`config.mk`:
```
export PLATFORM = sky130hd
export DESIGN_NAME = flash_poll_ctrl
export DESIGN_NICKNAME = d
export VERILOG_FILES = /design/src/rtl/flash_poll_ctrl.sv
export SDC_FILE = /design/constraint.sdc
export NUM_CORES = 1
export LEC_CHECK = 0
export BUFFER_PORTS_ARGS = -buffer_cell sky130_fd_sc_hd__buf_2
export CAP_MARGIN = 25
export CORE_ASPECT_RATIO = 0.9
export CORE_UTILIZATION = 50
export DETAILED_ROUTE_END_ITERATION = 7
export PLACE_DENSITY = 0.76
export SYNTH_ARGS = -nofsm -noshare
export SYNTH_HDL_FRONTEND = slang
export SYNTH_SLANG_ARGS = --single-unit
```
`constraint.sdc`:
```
create_clock -name clk -period 2.3 [get_ports clk]
set_input_delay 0.69 -clock clk [delete_from_list [all_inputs] [get_ports clk]]
set_output_delay 0.69 -clock clk [all_outputs]
set_load 0.01 [all_outputs]
```
`src/rtl/flash_poll_ctrl.sv`:
```
module flash_poll_ctrl #(
  parameter int AW = 20,
  parameter int DW = 16,
  parameter int STROBE = 3,
  parameter int SETTLE_CYC = 200,
  parameter int POLL_LIMIT = 100000,
  parameter logic [AW-1:0] UNLOCK_A = AW'(16'h5555),
  parameter logic [AW-1:0] UNLOCK_B = AW'(16'h2AAA)
) (
  input  logic          clk,
  input  logic          rst_n,
  input  logic          start,
  input  logic          op_erase,
  input  logic          poll_toggle,
  input  logic [AW-1:0] target,
  input  logic [DW-1:0] wdata,
  output logic          busy,
  output logic          done,
  output logic          error,
  output logic [AW-1:0] bus_addr,
  output logic [DW-1:0] bus_wdata,
  output logic          bus_drive,
  input  logic [DW-1:0] bus_rdata,
  output logic          bus_sel_n,
  output logic          bus_wr_n,
  output logic          bus_rd_n
);

  localparam int CMAX = (STROBE > SETTLE_CYC) ? STROBE : SETTLE_CYC;
  localparam int CW = $clog2(CMAX + 1);
  localparam int PW = $clog2(POLL_LIMIT + 1);

  typedef enum logic [2:0] {S_IDLE, S_WR, S_WREC, S_RD, S_RREC, S_SETTLE} state_t;

  state_t        st;
  logic [CW-1:0] cnt;
  logic [PW-1:0] npoll;
  logic [2:0]    step;
  logic          is_erase, use_tog, final_rd;
  logic          have_samp, have_prev, prev6;
  logic [AW-1:0] tgt;
  logic [DW-1:0] wd, samp;
  logic [AW-1:0] cmd_addr;
  logic [DW-1:0] cmd_data;

  always_comb begin
    cmd_addr = UNLOCK_A;
    cmd_data = DW'(8'hAA);
    unique case (step)
      3'd0: ;
      3'd1: begin cmd_addr = UNLOCK_B; cmd_data = DW'(8'h55); end
      3'd2: cmd_data = is_erase ? DW'(8'h80) : DW'(8'hA0);
      3'd3: if (!is_erase) begin cmd_addr = tgt; cmd_data = wd; end
      3'd4: begin cmd_addr = UNLOCK_B; cmd_data = DW'(8'h55); end
      default: begin cmd_addr = tgt; cmd_data = DW'(8'h30); end
    endcase
  end

  wire last_step  = (step == (is_erase ? 3'd5 : 3'd3));
  wire strobe_end = (cnt == CW'(STROBE - 1));
  wire settle_end = (cnt == CW'(SETTLE_CYC - 1));
  wire hit = use_tog ? (have_prev && (samp[6] == prev6))
                     : (samp[7] == (is_erase | wd[7]));

  assign busy      = (st != S_IDLE);
  assign bus_drive = (st == S_WR);
  assign bus_wr_n  = (st != S_WR);
  assign bus_rd_n  = (st != S_RD);
  assign bus_sel_n = bus_wr_n & bus_rd_n;
  assign bus_addr  = (st == S_WR) ? cmd_addr : tgt;
  assign bus_wdata = cmd_data;

  always_ff @(posedge clk or negedge rst_n) begin
    if (!rst_n) begin
      st <= S_IDLE; cnt <= '0; npoll <= '0; step <= '0;
      is_erase <= 1'b0; use_tog <= 1'b0; final_rd <= 1'b0;
      have_samp <= 1'b0; have_prev <= 1'b0; prev6 <= 1'b0;
      tgt <= '0; wd <= '0; samp <= '0; done <= 1'b0; error <= 1'b0;
    end else begin
      done <= 1'b0;
      unique case (st)
        S_IDLE: if (start) begin
          is_erase <= op_erase; use_tog <= poll_toggle;
          tgt <= target; wd <= wdata;
          step <= '0; cnt <= '0; error <= 1'b0; st <= S_WR;
        end
        S_WR: begin
          cnt <= strobe_end ? '0 : cnt + 1'b1;
          if (strobe_end) st <= S_WREC;
        end
        S_WREC: begin
          cnt <= '0;
          if (last_step) begin
            st <= S_RD; npoll <= '0; final_rd <= 1'b0;
            have_samp <= 1'b0; have_prev <= 1'b0;
          end else begin
            step <= step + 1'b1; st <= S_WR;
          end
        end
        S_RD: begin
          cnt <= strobe_end ? '0 : cnt + 1'b1;
          if (strobe_end) begin
            samp <= bus_rdata; prev6 <= samp[6];
            have_prev <= have_samp; have_samp <= 1'b1;
            st <= S_RREC;
          end
        end
        S_RREC: begin
          if (final_rd) begin
            error <= (samp != wd); done <= 1'b1; st <= S_IDLE;
          end else if (hit) begin
            if (is_erase) begin done <= 1'b1; st <= S_IDLE; end
            else begin cnt <= '0; st <= S_SETTLE; end
          end else if (npoll == PW'(POLL_LIMIT - 1)) begin
            error <= 1'b1; done <= 1'b1; st <= S_IDLE;
          end else begin
            npoll <= npoll + 1'b1; st <= S_RD;
          end
        end
        S_SETTLE: begin
          cnt <= settle_end ? '0 : cnt + 1'b1;
          if (settle_end) begin final_rd <= 1'b1; st <= S_RD; end
        end
        default: st <= S_IDLE;
      endcase
    end
  end

  logic [CW-1:0] wr_run, rd_run;
  always_ff @(posedge clk or negedge rst_n) begin
    if (!rst_n) begin wr_run <= '0; rd_run <= '0; end
    else begin
      wr_run <= bus_wr_n ? '0 : wr_run + 1'b1;
      rd_run <= bus_rd_n ? '0 : rd_run + 1'b1;
    end
  end


  no_overlap_chk: assert property (@(posedge clk) disable iff (!rst_n)
    bus_wr_n || bus_rd_n);

  wr_width_chk: assert property (@(posedge clk) disable iff (!rst_n)
    $rose(bus_wr_n) |-> wr_run == CW'(STROBE));

  rd_width_chk: assert property (@(posedge clk) disable iff (!rst_n)
    $rose(bus_rd_n) |-> rd_run == CW'(STROBE));

  rd_recover_chk: assert property (@(posedge clk) disable iff (!rst_n)
    $fell(bus_rd_n) |-> $past(bus_wr_n && bus_rd_n));

  wr_recover_chk: assert property (@(posedge clk) disable iff (!rst_n)
    $fell(bus_wr_n) |-> $past(bus_wr_n && bus_rd_n));

  done_idle_chk: assert property (@(posedge clk) disable iff (!rst_n)
    done |-> !busy);

  done_pulse_chk: assert property (@(posedge clk) disable iff (!rst_n)
    done |=> !done);

  start_busy_chk: assert property (@(posedge clk) disable iff (!rst_n)
    (start && !busy) |=> busy);

endmodule

```
==> out/qor.tcl <==
set qor(run_status) {finished, violations left}
set qor(violations) {setup timing}
set qor(maxcap_violations) 0
set qor(synth-adder-area-share) 0.0212
set qor(final.hold.worst_slack_ns) 0.235
set qor(synthesis.instances) 491
set qor(cpMaxStageDelayCell) {sky130_fd_sc_hd__dfrtp_1}
set qor(globalRoute.busiestLayer) {met2}
set qor(critical_path_arrival_ns) 2.00
set qor(final_hold_viol_count) 0
set qor(synth_area_per_cell_sq_um) 9.62
set qor(hp-class) {input port to asynchronous set/reset pin}
set qor(timing.final.max_slew_violations) 0
set qor(io_buffers) 99
set qor(post-layout-total-power_uw) 7600
set qor(cts.clk_slew.worst_paths_ns) 0.10
set qor(floorplan.core_area_sq_mm) 0.00913
set qor(endpoint_kind) {output port}
set qor(antenna_found_initial) 0
set qor(globalRouteTotalUtil) 0.240
set qor(wl_mm) 11.3
set qor(cts_buffer_depth) 2
set qor(drt_pre_antenna_iters) 5
set qor(ff_latch_count_synth) 91
set qor(grt_overflow_total) 0
set qor(synth.distinct_cells) 52
set qor(final-setup-viol-count) 36
set qor(drcViolationCount) 0
set qor(final.min_clock_period_ns) 2.69
set qor(grt_setup_unrepaired) {yes}
set qor(area.growth.synth_to_final_pct) 26.6
set qor(netlist.area_leader.share) 0.482
set qor(synth_top_family_by_area) {simple AND/OR/NAND/NOR gates}
set qor(die_area_sq_mm) 0.00984
set qor(synth.cell_area_sq_mm) 0.00473
set qor(synth-seq-area-share) 0.482
set qor(core.rowCount) 33
set qor(most_frequent_cell_after_synthesis) {sky130_fd_sc_hd__dfrtp_1}
set qor(finalWorstSetupSlack_ns) -0.387
set qor(ctsHtreeMaxLevel) 3
set qor(area_occupied_by_registers_sq_mm) 0.00228
set qor(synth_compound_gate_area_share) 0.108
set qor(detail_route.vias_per_cell) 5.44
set qor(insertion_delay_ns) 0.37
set qor(worst_pin_slew_ns) 0.600
set qor(muxShareOfSynthArea) 0.0903
set qor(drt_iter0_markers) 225
set qor(die_height_um) 94.2
set qor(setup.worst_path.start_class) {flip-flop}
set qor(cts-buffers-inserted) 9
set qor(maximum_number_of_pins_on_one_net_before_global_route_repair) 42
set qor(synth_edf_count) 0
set qor(groute.layer.met3.usage) 0.0700
set qor(synth_fp_nets) 556
set qor(yosys.area_share.xor_xnor) 0.0352
set qor(route.antenna.remaining_nets) 0
set qor(dp_worst_setup_slack_ns) -0.169
set qor(postSynth.asyncResetShare) 1.00
set qor(grt_pass1_wl_mm) 18.5
set qor(gp_routability_congestion) 0.847
set qor(crit_chain) {ha_2, ha_4, nor2b_2, nand3b_1, buf_6, and2_1, buf_2}
set qor(groute.layer.met1.usage) 0.296
set qor(cts.sinks) 91
set qor(first_global_vias) 4027
set qor(final_util) 0.656
set qor(slowest_delay_ns) 0.44
set qor(cts_root_buffer_type) {sky130_fd_sc_hd__clkbuf_8}
set qor(yosys-top-cells-count) {sky130_fd_sc_hd__dfrtp_1, sky130_fd_sc_hd__nand2_1, sky130_fd_sc_hd__mux2_2}
set qor(multiInputGateArea_sq_mm) 0.00241
set qor(yosysWarningCount) 0
set qor(total_vias_in_the_final_route) 4075
set qor(floorplan.initialDensity) 0.518
set qor(timing_worst_setup_path_type) {flip-flop to output port}
set qor(p_leak_uw) 0.00285
set qor(timing.clock.skew_ns) 0.0135
set qor(top_level_ports) 100
set qor(timing.slew.headroom) 0.597
set qor(synthesized_area_fraction_occupied_by_and_or_nand_nor_cells) 0.226
set qor(count_of_cells_along_the_worst_register_to_register_path) 7
set qor(synth.area.top_cells) {sky130_fd_sc_hd__dfrtp_1, sky130_fd_sc_hd__mux2_2, sky130_fd_sc_hd__nand2_1}
set qor(post_dr_wirelength_cell_um) 15.0
set qor(layout.nets) 687
set qor(ir_drop_mv) 0.656
set qor(dominantRegCellSynth) {sky130_fd_sc_hd__dfrtp_1}
set qor(cts-hold-fix-buffers) 0
set qor(num-fill-cells) 709
set qor(drive_above_1_share) 0.367
set qor(antenna-diode-count) 0
set qor(dp_hpwl_mm) 7.72
set qor(tritoncts_clock_tree) {done}
set qor(crit_required_ns) 1.61
set qor(synth_largest_area_cell) {sky130_fd_sc_hd__dfrtp_1}
set qor(grtUsageMet2) 0.404
set qor(die_width_um) 104
set qor(critPathMaxFanout) 12
set qor(max_clock_freq_ghz) 0.372
set qor(final_min_period_over_clock_period) 1.17
set qor(pwr_density_cell_mw_per_mm2) 1270
==> where the power goes <==
part | leakage, uW | total, uW | internal (uW) | switching, uW
logic | 0.00160 | 3780 | 1830 | 1940
registers | 0.00114 | 2680 | 2210 | 472
clock network | 0.000104 | 1140 | 521 | 622
==> area by class of cell <==
type / count / share of cell area
repair buffers: 142 / 0.145
multi-input cells: 360 / 0.403
inverters: 18 / 0.0113
clock buffers: 9 / 0.0207
flip-flops and latches: 91 / 0.381
clock inverters: 7 / 0.0138
well taps: 122 / 0.0255
==> kinds of logic after synthesis <==
group | Yosys count
compound gates | 83
xor+xnor | 19
fa+ha+maj | 8
buf+inv | 40
flops | 91
mux | 38
simple gates | 212
==> worst paths after layout <==
kind                                start      endpoint  slack (ns)
worst max-delay path              step[1]  bus_addr[19]       -0.39
worst min-delay path                rst_n      samp[10]        0.23
worst max register to register   npoll[0]      npoll[9]        0.05
worst min register to register    tgt[16]       tgt[16]        0.51
max in group asynchronous           rst_n       tgt[13]        1.43
min in group clk                wdata[10]        wd[10]        0.50
==> metrics by stage <==
step / TNS [ns] / cells / area (sq um)
after global placement: -0.717 / 718 / 5520
after CTS: -7.49 / 744 / 5900
after detailed placement: -2.42 / 718 / 5520
after global routing: -13.21 / 749 / 5980
final: -9.71 / 749 / 5980
after floorplan: 0 / 491 / 4740
==> registers in the layout, indices dropped and copies added (netlist names), 3 cells and up <==
signal  cells
tgt        20
wd         16
samp       16
cnt         8
npoll      17
step        3
st          3
==> cells in the final DEF, fill, tap and decap left out, drive strengths merged, types with 2 or more instances in the layout <==
cell type and n:
a21o 4, a21oi 26, and2 16, and3 5
and4 2, buf 142, clkbuf 9, clkinv 2
dfrtp 91, ha 8, inv 21, mux2 37
nand2 88, nand2b 7, nand3 19, nand3b 3
nand4 3, nor2 24, nor2b 4, nor3 5
nor3b 2, nor4 3, nor4b 2, nor4bb 2
o211ai 10, o21a 2, o21ai 26, o221ai 3
o2bb2ai 2, o31ai 4, or2 4, or3 18
or4 2, xnor2 3, xor2 16
==> worst max-delay path: cells and delay by family (launching register included) <==
kind | cells | cell delay [ns]
adders and majority gates | 2 | 0.39
buffers and inverters | 2 | 0.30
DFF | 1 | 0.44
and+or+nand+nor | 3 | 0.49
==> repair_timing <==
item / in CTS / in global routing
gates cloned: 0 / 0
setup endpoints to repair: 42 / 45
buffers inserted: 10 / 6
gates resized for setup: 27 / 12
pin swaps: 12 / 12
==> metal layers <==
layer  vias up  part of all wire  wire (um)
met5         -                 0          0
met4         0             0.015        170
met3        13             0.058        657
met2       123              0.50       5590
met1      1979              0.43       4840
li1       1960                 -          -
No activity file was read; power rests on OpenSTA's default activity.
